[config.mk]
export PLATFORM = sky130hd
export DESIGN_NAME = coinc_trigger_veto
export DESIGN_NICKNAME = d
export VERILOG_FILES = /design/src/rtl/trig_veto_pkg.sv /design/src/rtl/pulse_edge.sv /design/src/rtl/coinc_window.sv /design/src/rtl/busy_bank.sv /design/src/rtl/coinc_trigger_veto.sv
export SDC_FILE = /design/constraint.sdc
export NUM_CORES = 1
export LEC_CHECK = 0
export BUFFER_PORTS_ARGS = -buffer_cell sky130_fd_sc_hd__buf_2
export CAP_MARGIN = 15
export CORE_AREA = 2 2 39 41
export DETAILED_ROUTE_END_ITERATION = 6
export DIE_AREA = 0 0 41 43
export PLACE_DENSITY = 0.81
export SYNTH_ARGS = -nofsm -noshare
export SYNTH_HDL_FRONTEND = slang
export SYNTH_SLANG_ARGS = --single-unit
export TNS_END_PERCENT = 5
[constraint.sdc]
create_clock -name clk -period 2.9 [get_ports clk]
set_input_delay 0.29 -clock clk [delete_from_list [all_inputs] [get_ports clk]]
set_output_delay 0.29 -clock clk [all_outputs]
set_load 0.05 [all_outputs]
[src/rtl/trig_veto_pkg.sv]
package trig_veto_pkg;

  typedef enum logic {
    MODE_SINGLES = 1'b0,
    MODE_COINC   = 1'b1
  } trig_mode_e;

  // A pulse input produces an event only in the cycle where it goes high.
  function automatic logic rise_of(input logic cur, input logic prev);
    return cur & ~prev;
  endfunction

  // A main pulse is lost when no secondary edge comes by the final window slot.
  function automatic logic window_missed(input logic main_rise, input logic sec_rise,
                                         input logic zero_len, input logic last_slot);
    return ~sec_rise & ((main_rise & zero_len) | (~main_rise & last_slot));
  endfunction

endpackage

[src/rtl/pulse_edge.sv]
module pulse_edge #(
  parameter int W = 1
) (
  input  logic         clk,
  input  logic         rst_n,
  input  logic [W-1:0] lvl,
  output logic [W-1:0] rise
);
  import trig_veto_pkg::*;

  logic [W-1:0] lvl_q;

  always_ff @(posedge clk) begin
    if (!rst_n) lvl_q <= '0;
    else        lvl_q <= lvl;
  end

  for (genvar g = 0; g < W; g++) begin : g_bit
    assign rise[g] = rise_of(lvl[g], lvl_q[g]);
  end
endmodule

[src/rtl/coinc_window.sv]
module coinc_window #(
  parameter int WIN_W = 4
) (
  input  logic             clk,
  input  logic             rst_n,
  input  logic             coinc_mode,
  input  logic [WIN_W-1:0] win_len,
  input  logic             main_rise,
  input  logic             sec_rise,
  output logic             raw_evt,
  output logic             miss_evt,
  output logic             win_open
);
  import trig_veto_pkg::*;

  localparam logic [WIN_W-1:0] ONE = WIN_W'(1);

  logic [WIN_W-1:0] cnt_q, cnt_d;
  logic             coinc;

  assign coinc    = (trig_mode_e'(coinc_mode) == MODE_COINC);
  assign win_open = (cnt_q != '0);

  always_comb begin
    raw_evt  = 1'b0;
    miss_evt = 1'b0;
    cnt_d    = '0;
    if (!coinc) begin
      raw_evt = main_rise;
    end else begin
      raw_evt  = sec_rise & (main_rise | win_open);
      miss_evt = window_missed(main_rise, sec_rise, win_len == '0, cnt_q == ONE);
      if (raw_evt)        cnt_d = '0;
      else if (main_rise) cnt_d = win_len;
      else if (win_open)  cnt_d = cnt_q - ONE;
    end
  end

  always_ff @(posedge clk) begin
    if (!rst_n) cnt_q <= '0;
    else        cnt_q <= cnt_d;
  end
endmodule

[src/rtl/busy_bank.sv]
module busy_bank #(
  parameter int N_SYS = 3
) (
  input  logic             clk,
  input  logic             rst_n,
  input  logic [N_SYS-1:0] sys_en,
  input  logic             set_evt,
  input  logic [N_SYS-1:0] eoe_rise,
  output logic [N_SYS-1:0] busy_sys,
  output logic             busy_any
);
  for (genvar g = 0; g < N_SYS; g++) begin : g_sys
    logic lat_q;
    always_ff @(posedge clk) begin
      if (!rst_n || !sys_en[g]) lat_q <= 1'b0;
      else if (set_evt)         lat_q <= 1'b1;
      else if (eoe_rise[g])     lat_q <= 1'b0;
    end
    assign busy_sys[g] = lat_q;
  end

  assign busy_any = |busy_sys;
endmodule

[src/rtl/coinc_trigger_veto.sv]
module coinc_trigger_veto #(
  parameter int N_SYS = 3,
  parameter int WIN_W = 4
) (
  input  logic             clk,
  input  logic             rst_n,
  input  logic             coinc_mode,
  input  logic [WIN_W-1:0] win_len,
  input  logic [N_SYS-1:0] sys_en,
  input  logic             main_in,
  input  logic             sec_in,
  input  logic [N_SYS-1:0] eoe_in,
  output logic             live_trig,
  output logic             fast_clr,
  output logic [N_SYS-1:0] busy_sys,
  output logic             busy_any
);
  logic             main_rise, sec_rise;
  logic [N_SYS-1:0] eoe_rise;
  logic             raw_evt, miss_evt, win_open;
  logic             accept_evt, veto_evt;
  logic             live_q, fclr_q;

  pulse_edge #(.W(1)) u_main_edge (
    .clk(clk), .rst_n(rst_n), .lvl(main_in), .rise(main_rise));
  pulse_edge #(.W(1)) u_sec_edge (
    .clk(clk), .rst_n(rst_n), .lvl(sec_in), .rise(sec_rise));
  pulse_edge #(.W(N_SYS)) u_eoe_edge (
    .clk(clk), .rst_n(rst_n), .lvl(eoe_in), .rise(eoe_rise));

  coinc_window #(.WIN_W(WIN_W)) u_win (
    .clk(clk), .rst_n(rst_n), .coinc_mode(coinc_mode), .win_len(win_len),
    .main_rise(main_rise), .sec_rise(sec_rise),
    .raw_evt(raw_evt), .miss_evt(miss_evt), .win_open(win_open));

  assign accept_evt = raw_evt & ~busy_any;
  assign veto_evt   = raw_evt & busy_any;

  busy_bank #(.N_SYS(N_SYS)) u_busy (
    .clk(clk), .rst_n(rst_n), .sys_en(sys_en), .set_evt(accept_evt),
    .eoe_rise(eoe_rise), .busy_sys(busy_sys), .busy_any(busy_any));

  always_ff @(posedge clk) begin
    if (!rst_n) begin
      live_q <= 1'b0;
      fclr_q <= 1'b0;
    end else begin
      live_q <= accept_evt;
      fclr_q <= miss_evt | veto_evt;
    end
  end

  assign live_trig = live_q;
  assign fast_clr  = fclr_q;
endmodule

-- Word level (Yosys, flattened, before mapping)
Cells that the tools add are included.
- register bits: 14
- latch bits: 0
- bits in writable memories: 0
- memory bits (read-only): 0
- input bits: 15
- output and inout bits: 6
- word-level logic and storage cells: 59
- memories kept: 0
- add/subtract/negate cells: 1
- multiply operators: 0
- divide/modulo/power cells: 0
- magnitude comparators: 0
- eq/ne operators: 1
- shift-type cells: 0
- muxes and demuxes: 10
- bitwise operators: 24
- reduce and logical (&&, ||, !) cells: 14
- operators with widths (cell ; count):
    AND 1 bit ; 11
    inverter 1 bit ; 10
    2-to-1 mux 1 bit ; 8
    2-to-1 mux 4 bit ; 2
    nonzero test 2 bit ; 3
    OR reduction 3 bit ; 2
    == test 4 x 1 -> 1 bit (second input constant) ; 1
    zero test 1 bit ; 4
    zero test 4 bit ; 1
    nonzero test 4 bit ; 1
    subtractor 4 x 1 -> 4 bit (second input constant) ; 1
    logical OR 1 bit ; 3
    OR 1 bit ; 3

-- Longest topological paths before layout
Gate-level depths: netlist of run 1.
- depth after elaboration: 8
- mapped depth: 4
- gate-level depth less buffers: 4

-- Hierarchy
From an unflattened synthesis of run 1, not the netlist that was laid out.
- cells, all modules: 69
- area total of the unflattened synthesis: 649.4 µm²
- by module, submodules not included (module ; times used ; cells an instance ; area each (µm²) ; sequential area each (µm²)):
    coinc_window ; 1 ; 31 ; 240.2 ; 80.1
    busy_bank ; 1 ; 17 ; 137.6 ; 60.1
    pulse_edge at u_eoe_edge ; 1 ; 9 ; 120.1 ; 60.1
    pulse_edge at u_main_edge ... ; 2 ; 3 ; 40.0 ; 20.0
    coinc_trigger_veto ; 1 ; 6 ; 71.3 ; 40.0

-- Worst setup path after synthesis of run 1
Ideal clock, no wire load.
- kind: register to register
- from: register u_busy.g_sys[1].lat_q
- to: register u_busy.g_sys[0].lat_q
- arrival time: 1.435 ns
- required time: 2.830 ns
- setup slack: 1.394 ns
- stages on the path, launching flop included: 4
- path buffers: 0
- clock period less this slack: 1.506 ns
- cells stage by stage: dfxtp_1 > or3_1 > nor4b_4 > o2bb2ai_1
- word-level cells in the longest chain between the ends: 4
- elaborated cells between the ends (all ways): 5
- classes of those cells: mux: 1; bitwise: 2; reduce/logical: 2
- RTL lines (element ; RTL line ; RTL):
    from (decl) ; busy_bank.sv:13 ; logic lat_q;
    from (signal assigned) ; busy_bank.sv:15 ; if (!rst_n || !sys_en[g]) lat_q <= 1'b0;
    from (signal assigned) ; busy_bank.sv:16 ; else if (set_evt) lat_q <= 1'b1;
    from (signal assigned) ; busy_bank.sv:17 ; else if (eoe_rise[g]) lat_q <= 1'b0;
    OR reduction 3 bit (*) ; busy_bank.sv:22 ; assign busy_any = |busy_sys;
    named net busy_any ; coinc_trigger_veto.sv:16 ; output logic busy_any
    inverter 1 bit (*) ; coinc_trigger_veto.sv:36 ; assign accept_evt = raw_evt & ~busy_any;
    AND 1 bit (*) ; coinc_trigger_veto.sv:36 ;
    2-to-1 mux 1 bit / nonzero test 2 bit (equally long branches) ; -- ;
    to (signal assigned) ; busy_bank.sv:15 ;
    to (signal assigned) ; busy_bank.sv:16 ;
    to (signal assigned) ; busy_bank.sv:17 ;
    to (decl) ; busy_bank.sv:13 ;
Mark *: on every way through the listed nets, which the timed path passes. The rest lies on a longest branch.
A chain may end at the register's enable or synchronous reset.

-- Worst setup path after layout of run 1
- from: register u_busy.g_sys[1].lat_q
- to: output busy_any
- word-level cells in the longest chain between the ends: 1
- RTL lines (element ; RTL line):
    OR reduction 3 bit ; busy_bank.sv:22
    to (decl) ; coinc_trigger_veto.sv:16
Every way passes these cells.

==> metrics, run 1 <==
outcome=finished clean; # nets final=100; crit path kind=flop to output port; syn_nets=79; Multi-input gate area=roughly 320 um^2; routability cong.=around 0.68; Slew headroom=about 77%; # IOs=21; number of buffers created by CTS=3; PD cells=539 nW/um^2; Die Ht=approximately 43 um; IO buf count=20; most used flip-flop cell after synthesis=dfxtp_1; Seq cells post-synth=14; Crit. End Element=output port; CTS resizes=0; share of the synthesized area in the top cell type=44.3%; logic gate share of total power=between 10% and 20%; vias in the first global route=about 450; Clk Latency, worst-skew pair=approximately 270 ps; DP Cell Count=96; # rows=14; area leader, netlist=dfxtp_1; top-count cell post-synth=dfxtp_1; Setup Fix Bufs, Post-CTS=0; top cells by area, synth=dfxtp_1 (44%), and2_1 (4.9%), o2bb2ai_1 (4.2%), nor4b_4 (3.8%), buf_4 (3.6%); Max Slew Vio Count=0; final core occ=a little under three fifths; hold crit path type=primary input to flop; Post-synth EDFFs=0; Filler cells=approximately 130; FF-to-FF setup slack=between 1500 and 2000 ps; Final period util=between 50% and 60%; ANT cells=0; Seq/Total Area, Yosys=44.3%; Sw Pwr=about 0.11 mW; CP max FO=3; drt pass-1 iters=1; H-tree depth=1; CTS sink cnt=14; Die X=between 40 and 50 um; pin slew with the least headroom to its limit=346 ps; largest net degree at the start of global routing=13; Slowest Stage Delay on Critical Path=450 ps; Starting Density=roughly 46%; worst vdd ir=about 0.00032 V; synth unique cells=28; Synth warnings=0; first-pass GRT wire length=approximately 1700 um; vias per inst=between 5 and 6; final setup TNS=0 ps; Clock Tree Root=clkbuf_4; final std cells w/o fill=100; DP HPWL=870 um; Post-Syn Area=~630 um^2; 1st-iter DRT viols=0; Area Overhead vs Synth=20.6%; GRT overflow=0; Mean Syn Cell Area=~9.9 um^2; total number of vias=slightly above 500; Flop pwr share=49.9%; CP max stage cell=or3_1; core area=approximately 1400 um^2; FF+latch area=280 um^2; worst setup margin=approximately 1300 ps; ys async rst share=0%; Peak Freq=between 0.6 and 0.7 GHz; final WL=around 1100 um; initial antenna violation count=0; Layout Skew=between 3 and 4 ps; CTS clk-pin slew, worst paths=80 ps; Lkg Pwr=0.327 nW; top post-synthesis cells by count=dfxtp_1 (14), and2_1 (5), nand3_1 (4), nor2_1 (4); die area=1760 um^2; worst path arrival time=between 1000 and 1500 ps; Hold Vio Cnt, Final=0; Max Cap Viol=0; GRT Total Usage=between 10% and 20%; Max Buffers Root-to-Sink=2; CP delay by family, top=simple AND/OR/NAND/NOR gates; layout cells sized above 1=between 30 and 40%; Pwr Total=0.412 mW; Post-DRT Antenna Nets=0; Sw Ratio=25.8%; hold_buf cts=0; Int Pwr=0.305 mW; routed len/inst=roughly 11 um; Startpoint Class=flop; crit path time final=about 1600 ps; TritonCTS clock tree=done; crit-path cells=or3_1, buf_2; Cells after Synth=64; Placement Setup Slack=~1500 ps; drc violations=0; Clock Power Share=32.5%; Worst Path Buf+Inv=1; unrepaired setup endpoints after global routing=no; # setup viols final=0; Req. time, crit path=2610 ps
## registers in the layout, summed over array words and instances (netlist names)
| name | count |
|---|---|
| u_busy.g_sys.lat_q | 3 |
| u_main_edge.lvl_q | 1 |
| u_sec_edge.lvl_q | 1 |
| u_eoe_edge.lvl_q | 3 |
| live_trig | 1 |
| u_win.cnt_q | 4 |
| fast_clr | 1 |
## power by group through the flow
stage / registers (mW) / logic [mW] / clock network [mW]
finish: 0.206 / 0.0724 / 0.134
global route: 0.207 / 0.0789 / 0.150
CTS: 0.206 / 0.0732 / 0.139
detailed placement: 0.210 / 0.0728 / 0
global placement: 0.210 / 0.0719 / 0
floorplan: 0.214 / 0.0499 / 0
## layout by cell type (no fill, tap or decap), types with 2 or more instances in the layout
cell type  instances
buf_2             20
dfxtp_1           14
and2_1             5
nor2_1             4
nand3_1            4
a21oi_1            3
nor2b_1            3
o2bb2ai_1          3
clkbuf_4           3
nand2b_1           2
nand2_1            2
o211ai_1           2
o21ai_0            2
nor3_1             2
## final timing paths
kind | startpoint | to | cells past startpoint
min | eoe_in[1] | u_eoe_edge.lvl_q[1] | 2
max reg2reg | u_win.cnt_q[1] | u_win.cnt_q[2] | 4
max | u_busy.g_sys[1].lat_q | busy_any | 2
min reg2reg | u_busy.g_sys[0].lat_q | u_busy.g_sys[0].lat_q | 2
## cell families after synthesis
logic type / count (synthesis) / synth area share, %
muxes: 1 / 1.58
DFF: 14 / 44.3
AOI/OAI and AO/OA: 12 / 13.6
buffers and inverters: 5 / 4.74
and+or+nand+nor: 32 / 35.8
## area by class of cell
cell class                      count  area share, %
Tap cell                           16           2.62
Inverter                            1          0.492
Multi-Input combinational cell     45           42.3
Timing Repair Buffer               20           13.1
Sequential cell                    14           36.7
Clock buffer                        4           4.75
## through the flow
stage                     hold WS, ps  instance area [um^2]
after floorplan                   407                   633
after global placement            458                   727
after detailed placement          470                   727
after CTS                         220                   763
after global routing              228                   763
final                             227                   763
## worst reg2reg max path, delay by kind of cell, from the launching register on
family / cells / cell delay (ps)
simple gates: 3 / 810
flops: 1 / 330
compound gates: 1 / 170
## layer usage
layer  track usage, %  share of wire [%]  up-vias  wire length [um]
met3             3.14                5.0        2                53
li1                 -                  -      270                 -
met1             15.8                 46      225               484
met5                0                  0        -                 0
met4             8.00               0.57        0                 6
met2             22.5                 49       14               516
No activity file was read; power rests on OpenSTA's default activity.
==> run 2: changes to the inputs <==
--- a/config.mk
+++ b/config.mk
@@ -7,10 +7,9 @@
 export LEC_CHECK = 0
 export BUFFER_PORTS_ARGS = -buffer_cell sky130_fd_sc_hd__buf_2
 export CAP_MARGIN = 15
-export CORE_AREA = 2 2 39 41
+export CORE_UTILIZATION = 47
 export DETAILED_ROUTE_END_ITERATION = 6
-export DIE_AREA = 0 0 41 43
-export PLACE_DENSITY = 0.81
+export PLACE_DENSITY = 0.8
 export SYNTH_ARGS = -nofsm -noshare
 export SYNTH_HDL_FRONTEND = slang
 export SYNTH_SLANG_ARGS = --single-unit
==> constraint.sdc (replaced) <==
create_clock -name clk -period 1.5 [get_ports clk]
set_input_delay 0.15 -clock clk [delete_from_list [all_inputs] [get_ports clk]]
set_output_delay 0.15 -clock clk [all_outputs]
set_load 0.05 [all_outputs]
==> run 2 against run 1 <==
  * First-iteration DRC count rose by 10
  * Non-clock buffer count did not move
  * Die area fell by 15%
  * Cell count fell by 3.0%
  * Total power rose by 79%
  * Sequential cell count did not move
  * Combinational power rose by 95%
  * Critical path depth did not move
  * Sequential share of layout area rose by 0.55 points
  * Core utilization rose by 9.1 points
  * Largest power group unchanged
==> metrics, run 2 (synthesized netlist as in run 1, its figures left out) <==
outcome=finished clean (unchanged); Setup Fix Bufs, Post-CTS=0 (unchanged); Die X=38.7 um (was 41 um); Post-DRT Antenna Nets=0 (unchanged); TritonCTS clock tree=done (unchanged); Req. time, crit path=1350 ps (was 2610 ps); Int Pwr=0.538 mW (was 0.305 mW); most frequent cells in the layout=buf_2 (20), dfxtp_1 (14), and2_1 (5) (unchanged); CTS sink cnt=14 (unchanged); unrepaired setup endpoints after global routing=no (unchanged); crit path kind=flop to output port (unchanged); largest registers=u_win.cnt_q (4), u_busy.g_sys.lat_q (3), u_eoe_edge.lvl_q (3) (unchanged); Clock Tree Root=clkbuf_4 (unchanged); placed cell areas=729 um^2 (was 727 um^2); Lkg Pwr=0.318 nW (was 0.327 nW); initial antenna violation count=0 (unchanged); drt pass-1 iters=4 (was 1); number of buffers created by CTS=3 (unchanged); routed len/inst=10.3 um (was 10.6 um); Starting Density=54.1% (was 45.8%); FF-to-FF setup slack=160 ps (was 1520 ps); Pwr Total=0.736 mW (was 0.412 mW); layout cells sized above 1=36.1% (was 35.7%); commonest non-fill, non-tap cell in the layout=buf_2 (unchanged); hold_sp=eoe_in[1] (unchanged); 1st-iter DRT viols=10 (was 0); # rows=12 (was 14); DP Cell Count=94 (was 96); PD cells=979 nW/um^2 (was 539 nW/um^2); final WL=996 um (was 1060 um); FF-to-FF Start=u_win.cnt_q[1] (unchanged); Hold Vio Cnt, Final=0 (unchanged); worst flop-to-flop path endpoint=u_win.cnt_q[2] (unchanged); top sig layer=met4 (unchanged); H-tree depth=1 (unchanged); hold crit path type=primary input to flop (unchanged); CTS clk-pin slew, worst paths=70 ps (was 80 ps); Max Buffers Root-to-Sink=2 (unchanged); vias in the first global route=428 (was 449); Max Cap Viol=0 (unchanged); worst path arrival time=1230 ps (was 1290 ps); worst setup margin=119 ps (was 1320 ps); CP max FO=3 (unchanged); first-pass GRT wire length=1730 um (was 1700 um); Crit. End Element=output port (unchanged); core area=1170 um^2 (was 1380 um^2); Placement Setup Slack=157 ps (was 1520 ps); DR WL met3=88 um (was 53 um); WL met1=448 um (was 484 um); WHS=84.7 ps (was 227 ps); Peak Freq=0.724 GHz; Critical Path Start=u_busy.g_sys[1].lat_q (unchanged); Clk Latency, worst-skew pair=270 ps (about the same); Largest Register=u_win.cnt_q (unchanged); Layout Skew=5.55 ps (was 3.00 ps); IO buf count=20 (unchanged); Clock Power Share=26.8% (was 32.5%); vias per inst=5.40 (was 5.11); # IOs=21 (unchanged); WHS Path Cells=2 (unchanged); Max Slew Vio Count=0 (unchanged); Die Ht=38.7 um (was 43 um); R2R depth=4 (unchanged); ANT cells=0 (unchanged); routability cong.=0.867 (was 0.682); worst vdd ir=0.000555 V (was 0.000319 V); met2 WL=455 um (was 516 um); crit path time final=around 1400 ps; max reg flops=4 (unchanged); Startpoint Class=flop (unchanged); final core occ=64.2% (was 55.2%); Flop pwr share=54.0% (was 49.9%); Final Cell Area=752 um^2 (was 763 um^2); pin slew with the least headroom to its limit=330 ps (was 346 ps); Sw Pwr=0.198 mW (was 0.106 mW); logic gate share of total power=19.1% (was 17.6%); GRT Total Usage=17.9% (was 14.0%); total number of vias=524 (was 511); Area Overhead vs Synth=18.8% (was 20.6%); Sw Ratio=26.8% (was 25.8%); # setup viols final=0 (unchanged); final setup TNS=0 ps (unchanged); drc violations=0 (unchanged); final std cells w/o fill=97 (was 100); # nets final=100 (unchanged); GRT overflow=0 (unchanged); die area=1500 um^2 (was 1760 um^2); Final period util=between 90 and 100%; hold_buf cts=0 (unchanged); worst hold endpoint=u_eoe_edge.lvl_q[1] (unchanged); CTS resizes=0 (unchanged); Slew headroom=77.8% (was 76.8%); largest net degree at the start of global routing=13 (unchanged)
-- run 2: cell count changes in the layout (fill, tap and decap cells not counted) --
| cell | change |
|---|---|
| clkbuf_8 | -1 |
| or3_4 | +1 |
| or3_1 | -1 |
-- run 2: power groups by stage --
stage,clock network [mW],logic (mW),registers (mW)
final,0.197,0.141,0.398
after global routing,0.224,0.155,0.400
after detailed placement,0,0.142,0.407
after floorplan,0,0.0993,0.413
after CTS,0.207,0.142,0.398
after global placement,0,0.141,0.406
-- run 2: worst max-delay path: stages, from the launching register on --
cell and delay, ps:
dfxtp_1 320, or3_4 410, buf_2 220
-- run 2: how the worst max path moves through the flow --
| stage | to | slack (ps) |
|---|---|---|
| floorplan | u_busy.g_sys[0].lat_q | 190 |
| global placement | u_win.cnt_q[2] | 200 |
| detailed placement | u_win.cnt_q[2] | 160 |
| CTS | busy_any | 100 |
| global route | busy_any | 60 |
| finish | busy_any | 120 |
-- run 2: area by class of cell --
cell class / instances / area, um^2
fill: 101 / 419
multi-input combinational: 45 / 328
inverter: 1 / 3.75
sequential: 14 / 280
timing repair buffer: 20 / 100
tap: 14 / 17.5
clock buffer: 3 / 22.5
-- run 2: routing by layer --
layer / track usage (%) / vias to the layer above
li1: - / 267
met1: 22.6 / 229
met2: 24.2 / 26
met3: 10.4 / 2
met4: 7.76 / 0
met5: 0 / -
